==> config.mk <==
export PLATFORM = sky130hd
export DESIGN_NAME = addShiftMul
export DESIGN_NICKNAME = d
export VERILOG_FILES = /design/src/rtl/mulPkg.sv /design/src/rtl/mulAlu.sv /design/src/rtl/mulDatapath.sv /design/src/rtl/mulControl.sv /design/src/rtl/addShiftMul.sv
export SDC_FILE = /design/constraint.sdc
export NUM_CORES = 1
export LEC_CHECK = 0
export BUFFER_PORTS_ARGS = -buffer_cell sky130_fd_sc_hd__buf_4
export CORE_MARGIN = 2
export CORE_UTILIZATION = 35
export CTS_CLUSTER_DIAMETER = 120
export DETAILED_ROUTE_END_ITERATION = 8
export PLACE_DENSITY_LB_ADDON = 0.2
export SYNTH_ARGS = -nofsm -noshare
export SYNTH_HDL_FRONTEND = slang
export SYNTH_SLANG_ARGS = --single-unit
==> constraint.sdc <==
create_clock -name clk -period 2.8 [get_ports clk]
set_input_delay 0.28 -clock clk [delete_from_list [all_inputs] [get_ports clk]]
set_output_delay 0.28 -clock clk [all_outputs]
set_load 0.005 [all_outputs]
==> src/rtl/mulPkg.sv <==
package mulPkg;

  typedef enum logic {
    ALU_PASS = 1'b0,
    ALU_ADD  = 1'b1
  } aluOp_e;

  typedef enum logic {
    LEFT_CLEAR = 1'b0,
    LEFT_ALU   = 1'b1
  } leftSel_e;

  typedef enum logic [1:0] {
    ST_IDLE  = 2'd0,
    ST_TEST  = 2'd1,
    ST_SHIFT = 2'd2
  } mulState_e;

  typedef struct packed {
    logic     loadOps;
    logic     wrLeft;
    leftSel_e leftSel;
    aluOp_e   aluOp;
    logic     shiftEn;
  } strobes_t;

endpackage

==> src/rtl/mulAlu.sv <==
module mulAlu
  import mulPkg::*;
#(
  parameter int WIDTH = 16
) (
  input  logic [WIDTH-1:0] opL,
  input  logic [WIDTH-1:0] opR,
  input  aluOp_e           aluOp,
  output logic [WIDTH-1:0] sum,
  output logic             carryOut
);

  logic [WIDTH:0] wide;

  always_comb begin
    if (aluOp == ALU_ADD) wide = {1'b0, opL} + {1'b0, opR};
    else                  wide = {1'b0, opL};
    sum      = wide[WIDTH-1:0];
    carryOut = wide[WIDTH];
  end

endmodule

==> src/rtl/mulDatapath.sv <==
module mulDatapath
  import mulPkg::*;
#(
  parameter int WIDTH = 16
) (
  input  logic               clk,
  input  logic               rstN,
  input  strobes_t           strobes,
  input  logic [WIDTH-1:0]   mcandIn,
  input  logic [WIDTH-1:0]   mplierIn,
  output logic               prodLsb,
  output logic [2*WIDTH-1:0] product
);

  localparam int PW = 2 * WIDTH;

  logic [WIDTH-1:0] mcandReg;
  logic [WIDTH-1:0] prodLeft;
  logic [WIDTH-1:0] prodRight;
  logic             carryReg;
  logic [WIDTH-1:0] aluSum;
  logic             aluCarry;
  logic [WIDTH-1:0] leftNext;
  logic             carryNext;

  mulAlu #(.WIDTH(WIDTH)) uAlu (
    .opL      (prodLeft),
    .opR      (mcandReg),
    .aluOp    (strobes.aluOp),
    .sum      (aluSum),
    .carryOut (aluCarry)
  );

  always_comb begin
    if (strobes.leftSel == LEFT_ALU) begin
      leftNext  = aluSum;
      carryNext = aluCarry;
    end else begin
      leftNext  = '0;
      carryNext = 1'b0;
    end
  end

  always_ff @(posedge clk or negedge rstN) begin
    if (!rstN) begin
      mcandReg  <= '0;
      prodLeft  <= '0;
      prodRight <= '0;
      carryReg  <= 1'b0;
    end else begin
      if (strobes.loadOps) begin
        mcandReg  <= mcandIn;
        prodRight <= mplierIn;
      end
      if (strobes.wrLeft) begin
        prodLeft <= leftNext;
        carryReg <= carryNext;
      end
      if (strobes.shiftEn) begin
        prodLeft  <= {carryReg, prodLeft[WIDTH-1:1]};
        prodRight <= {prodLeft[0], prodRight[WIDTH-1:1]};
        carryReg  <= 1'b0;
      end
    end
  end

  assign prodLsb = prodRight[0];
  assign product = {prodLeft, prodRight};


  hold_when_quiet_chk: assert property (@(posedge clk) disable iff (!rstN)
    !(strobes.loadOps || strobes.wrLeft || strobes.shiftEn) |=> $stable(product));


  carry_fill_chk: assert property (@(posedge clk) disable iff (!rstN)
    strobes.shiftEn |=> product[PW-1] == $past(carryReg));


  mcand_fixed_chk: assert property (@(posedge clk) disable iff (!rstN)
    !strobes.loadOps |=> $stable(mcandReg));

endmodule

==> src/rtl/mulControl.sv <==
module mulControl
  import mulPkg::*;
#(
  parameter int WIDTH = 16
) (
  input  logic     clk,
  input  logic     rstN,
  input  logic     startPulse,
  input  logic     prodLsb,
  output strobes_t strobes,
  output logic     done
);

  localparam int CW = $clog2(WIDTH + 1);
  localparam logic [CW-1:0] LAST_ITER = CW'(WIDTH - 1);

  mulState_e     state;
  logic [CW-1:0] iterCnt;
  logic          lastIter;

  assign lastIter = (iterCnt == LAST_ITER);

  always_comb begin
    strobes = '{loadOps: 1'b0, wrLeft: 1'b0, leftSel: LEFT_CLEAR,
                aluOp: ALU_PASS, shiftEn: 1'b0};
    case (state)
      ST_IDLE: begin
        if (startPulse) begin
          strobes.loadOps = 1'b1;
          strobes.wrLeft  = 1'b1;
          strobes.leftSel = LEFT_CLEAR;
        end
      end
      ST_TEST: begin
        if (prodLsb) begin
          strobes.wrLeft  = 1'b1;
          strobes.leftSel = LEFT_ALU;
          strobes.aluOp   = ALU_ADD;
        end
      end
      ST_SHIFT: strobes.shiftEn = 1'b1;
      default: ;
    endcase
  end

  always_ff @(posedge clk or negedge rstN) begin
    if (!rstN) begin
      state   <= ST_IDLE;
      iterCnt <= '0;
      done    <= 1'b0;
    end else begin
      done <= 1'b0;
      case (state)
        ST_IDLE: begin
          if (startPulse) begin
            state   <= ST_TEST;
            iterCnt <= '0;
          end
        end
        ST_TEST: state <= ST_SHIFT;
        ST_SHIFT: begin
          if (lastIter) begin
            state <= ST_IDLE;
            done  <= 1'b1;
          end else begin
            state   <= ST_TEST;
            iterCnt <= iterCnt + 1'b1;
          end
        end
        default: state <= ST_IDLE;
      endcase
    end
  end


  done_single_chk: assert property (@(posedge clk) disable iff (!rstN)
    done |=> !done);


  busy_no_load_chk: assert property (@(posedge clk) disable iff (!rstN)
    (state != ST_IDLE) |-> !strobes.loadOps);


  last_shift_done_chk: assert property (@(posedge clk) disable iff (!rstN)
    (state == ST_SHIFT && lastIter) |=> done && state == ST_IDLE);


  strobe_excl_chk: assert property (@(posedge clk) disable iff (!rstN)
    !(strobes.wrLeft && strobes.shiftEn));


  iter_bound_chk: assert property (@(posedge clk) disable iff (!rstN)
    (state == ST_TEST) |-> iterCnt <= LAST_ITER);

endmodule

==> src/rtl/addShiftMul.sv <==
module addShiftMul
  import mulPkg::*;
#(
  parameter int WIDTH = 16
) (
  input  logic               clk,
  input  logic               rstN,
  input  logic               startPulse,
  input  logic [WIDTH-1:0]   mcandIn,
  input  logic [WIDTH-1:0]   mplierIn,
  output logic [2*WIDTH-1:0] product,
  output logic               done
);

  strobes_t strobes;
  logic     prodLsb;

  mulControl #(.WIDTH(WIDTH)) uCtrl (
    .clk        (clk),
    .rstN       (rstN),
    .startPulse (startPulse),
    .prodLsb    (prodLsb),
    .strobes    (strobes),
    .done       (done)
  );

  mulDatapath #(.WIDTH(WIDTH)) uPath (
    .clk      (clk),
    .rstN     (rstN),
    .strobes  (strobes),
    .mcandIn  (mcandIn),
    .mplierIn (mplierIn),
    .prodLsb  (prodLsb),
    .product  (product)
  );

endmodule

# Word level (Yosys, flattened, before mapping)
# Index checks and enable logic that the tools add are counted.
[word_totals] reg_bits=57 elab_cells=44 in_bits=35
[classes] n_addsub=2 muxes=23 reduce_logical=6 eq_ne=6
[ops] operator="$mux W16" n=5
[ops] operator="$add A16 B16 Y17" n=1
[ops] operator="$mux W17" n=1
[ops] operator="$mux W5" n=2
[ops] operator="$pmux W5 S2" n=1
[ops] operator="$mux W1" n=9
[ops] operator="$mux W3" n=2
[ops] operator="$pmux W2 S3" n=1
[ops] operator="$reduce_bool A2 Y1" n=3
[ops] operator="$add A5 B1 Y5 const B" n=1
[ops] operator="$eq A5 B4 Y1 const B" n=1
[ops] operator="$ne A2 B2 Y1 const B" n=2
[ops] operator="$pmux W2 S2" n=1
[ops] operator="$ne A3 B2 Y1 const B" n=1
[ops] operator="$reduce_and A3 Y1" n=1
[ops] operator="$eq A2 B1 Y1 const B" n=1
[ops] operator="$eq A2 B2 Y1 const B" n=1
[ops] operator="$logic_not A2 Y1" n=1
[ops] operator="$mux W2" n=1
[ops] operator="$reduce_and A2 Y1" n=1

# Logic depth before layout (Yosys ltp)
[logic_depth] depth_word=6 ltp_mapped=9

# Hierarchy
# A second synthesis with hierarchy kept.
[hier_totals] cells_unflattened=373 area_unflattened_um2=3691.0
[by_module_without_submodules] module="mulDatapath" seq_area_each_um2=1226.2 area_each_um2=2288.4 instances=1 cells_each=197
[by_module_without_submodules] module="mulAlu" seq_area_each_um2=0.0 area_each_um2=1024.7 instances=1 cells_each=140
[by_module_without_submodules] module="mulControl" seq_area_each_um2=200.2 area_each_um2=377.9 instances=1 cells_each=36

# Worst setup path after synthesis
# OpenSTA, ideal clock, no wires.
[synth_timing] path_type="flip-flop to flip-flop" start="register uPath.prodLeft[0]" end="register uPath.prodLeft[14]" stages_incl_launch_ff=10 arrival_ps=1888 n_path_buf=0 period_less_slack_ps=2020 slack_ps=780 cell_sequence="dfrtp_1 ha_1 inv_1 fa_1 nor2b_4 o2111ai_1 a21boi_2 o41ai_4 xnor2_1 o21ai_1"
[synth_via] elab_chain_len=5
[synth_rtl] item="start: declaration" line="mulDatapath.sv:18" text="logic [WIDTH-1:0] prodLeft;"
[synth_rtl] item="start signal: assignment" line="mulDatapath.sv:56" text="prodLeft <= leftNext;"
[synth_rtl] item="start signal: assignment" line="mulDatapath.sv:60" text="prodLeft <= {carryReg, prodLeft[WIDTH-1:1]};"
[synth_rtl] item="$add A16 B16 Y17" line="mulAlu.sv:16" text="if (aluOp == ALU_ADD) wide = {1'b0, opL} + {1'b0, opR};"
[synth_rtl] item="$mux W17" line="mulAlu.sv:16"
[synth_rtl] item="$mux W16" line="mulDatapath.sv:35" text="if (strobes.leftSel == LEFT_ALU) begin"
[synth_rtl] item="$mux W16" line="mulDatapath.sv:55" text="if (strobes.wrLeft) begin"
[synth_rtl] item="$mux W16" line="mulDatapath.sv:59" text="if (strobes.shiftEn) begin"
# No other way between the ends. The select of a mux whose other input is x is not followed.
# A chain may end at the register's enable or synchronous reset.

# Worst setup path after layout
[layout_timing] start="register uPath.prodLeft[7]" end="register uPath.prodLeft[15]"
# Same word-level chain as after synthesis.

==> out/metrics.csv <==
metric,value,unit
synth-to-layout area growth,24.3,%
vias,2635,
Critical Path Start Type,flip-flop,
Max Root-Sink Buffers,2,
Final Skew,0.00954,ns
post-synthesis sequential area ratio,0.445,
Comb pwr share,0.509,
Clock Power Share,0.163,
Pwr Density,1130,nW/µm²
failing checks,hold timing,
pin count of the biggest net entering global routing,58,
Pint,2.62,mW
Mapped Nets,372,
H-Tree Level Count,3,
share of layout cells above drive strength 1,0.276,
register share of total power,0.329,
leakage power,1.89,nW
Post-DRT Antenna Nets,0,
synthesized area,3210,µm²
Initial Utilization,0.364,
CTS tree,built,
Setup-failing EPs final,0,
"count leader, synth",dfrtp_1,
post-synthesis register bit count,57,
latest clock arrival within the worst-skew pair,0.34,ns
reg2reg start,uPath.prodLeft[7],
Final HPWL DP,5600,µm
Detailed Route Iter0 Violations,164,
outcome,"complete, but fails checks",
CP Class,flip-flop to flip-flop,
adder-cell area share of the yosys netlist,0.0764,
Hold Slack,-0.0109,ns
"Clk pin slew, worst setup/hold paths",0.07,ns
die area,9950,µm²
top post-synthesis cells by count,"dfrtp_1, nand2_1, a22oi_1, ha_1",
RSZ-0062 raised after global routing,false,
antenna violations before repair,0,
mean post-synth cell area,10.1,µm²
reg2reg setup slack,0.59,ns
"EDFF count, synth",0,
Post-Route WL,7830,µm
reg2reg path depth,7,
"Warnings, synthesis",0,
Top Ports,68,
vias in the first global route,2523,
die span in x,99.7,µm
DR DRC count,0,
NetSw,1.87,mW
# rows,34,
CTS Buf Count,9,
Async SR Flop Fraction,1.00,
"Req. time, crit path",3.02,ns
Nets,438,
max-slew violations,0,
hold crit path type,primary input to asynchronous set/reset pin,
Fmax achieved,452,MHz
largest cells by area after synthesis,"dfrtp_1, ha_1, a22oi_1, nand2_1, mux2_1",
total grt overflow,0,
CP max FO,8,
post-cts sizing count,0,
hold_buf cts,0,
min Tclk post-route,2.21,ns
RR Endpoint,uPath.prodLeft[15],
Max-Cap Viols,0,
switching share of power,0.417,
Fillers,857,
multiplexer area fraction after synthesis,0.0632,
Clock Sinks,57,
Post-synth top flop,dfrtp_1,
IO buf count,67,
Slew @ Worst Pin,1.05,ns
fin crit share,0.790,
largest family of logic cells by synthesized area,compound AO/OA/AOI/OAI gates,
Clock Root Buffer,clkbuf_8,
Die H,99.7,µm
post-synthesis compound-gate area fraction,0.205,
final worst slack,0.587,ns
Post-DP Area,3800,µm²
cell accounting for the most synthesized area,dfrtp_1,
1st-pass router iterations,4,
final instance area,3990,µm²
final hold vios,6,
slew margin rel.,0.300,
Mapped Cells,318,
crit path capture type,flip-flop,
Antenna diodes,0,
Tot GR Track Use,0.166,
setup TNS,0,ns
Peak VDD IR,0.390,mV
Synth Area in Simple Gates,0.151,
final weighted congestion in routability-driven placement,0.839,
Place WS,0.611,ns
vias per inst,5.31,
Synth Area in XOR/XNOR,0.0218,
wire per inst,15.8,µm
first-pass GRT wire length,13000,µm
Core Area,8810,µm²
Synth top area share,0.445,
Worst EP arrival,2.44,ns
Synth cell types,59,
post-CTS setup buffers,0,
==> power groups by stage <==
stage               Clock (mW)  Sequential, mW  Combinational, mW
floorplan                    0            1.40               1.63
global placement             0            1.48               2.27
detailed placement           0            1.49               2.28
CTS                      0.761            1.48               2.30
global route             0.800            1.53               2.56
finish                   0.730            1.48               2.28
==> metrics by stage <==
step	power, mW	cells	utilization
after floorplan	3.03	318	-
after CTS	4.54	496	0.453
final	4.49	496	0.453
after global routing	4.89	496	0.453
after detailed placement	3.77	481	0.432
after global placement	3.75	481	0.432
==> critical path, stage by stage, from the launching register on <==
cell and delay (ns):
dfrtp_1 0.42, ha_1 0.42, a21oi_2 0.24, a21oi_1 0.10
a211o_1 0.30, o21ai_2 0.26, nor4_1 0.09, a211o_1 0.28
==> kinds of logic after synthesis <==
family	after synthesis
mux	18
compound gates	90
buf+inv	28
fa+ha+maj	19
xor+xnor	8
simple gates	98
flops	57
==> flip-flops by register name, indices dropped and copies added, names as in the netlist <==
signal	cells
uPath.mcandReg	16
uPath.prodRight	16
uPath.carryReg	1
uCtrl.iterCnt	5
uCtrl.state	2
uCtrl.done	1
uPath.prodLeft	16
==> cell type report <==
| class | count | area, µm² | area share |
|---|---|---|---|
| inverters | 12 | 45.0 | 0.0113 |
| clock inverters | 6 | 60.1 | 0.0151 |
| well taps | 108 | 135 | 0.0339 |
| flip-flops and latches | 57 | 1430 | 0.358 |
| repair buffers | 71 | 533 | 0.134 |
| multi-input cells | 233 | 1670 | 0.418 |
| clock buffers | 9 | 124 | 0.0311 |
==> worst max path at each step <==
| stage | start | endpoint | slack (ns) |
|---|---|---|---|
| after floorplan | uPath.prodLeft[0] | uPath.prodLeft[14] | 0.78 |
| after global placement | uPath.prodLeft[7] | uPath.prodLeft[15] | 0.68 |
| after detailed placement | uPath.prodLeft[0] | uPath.prodLeft[12] | 0.61 |
| after CTS | uPath.prodLeft[0] | uPath.prodLeft[12] | 0.59 |
| after global routing | uPath.prodLeft[0] | uPath.prodLeft[12] | 0.43 |
| final | uPath.prodLeft[7] | uPath.prodLeft[15] | 0.59 |
==> metal layers <==
metal	global-route usage	wire [µm]
met1	0.237	3800
met2	0.238	3600
met3	0.0443	321
met4	0.0685	106
met5	0	0
==> layout by cell type, fill, tap and decap left out, types with 4 or more instances in the layout <==
cell type	netlist	layout
a22oi_1	25	25
nor2_1	12	12
nor3_1	4	4
a21oi_1	11	11
nand3_1	11	11
clkbuf_8	0	9
mux2_2	7	7
dfrtp_1	57	57
o21ai_0	8	8
a22o_1	4	4
xnor2_1	5	5
o21ai_1	12	12
mux2_1	11	11
nand2_1	46	46
buf_4	2	71
inv_1	11	11
ha_1	18	18
Power figures use the tool's default switching activity.
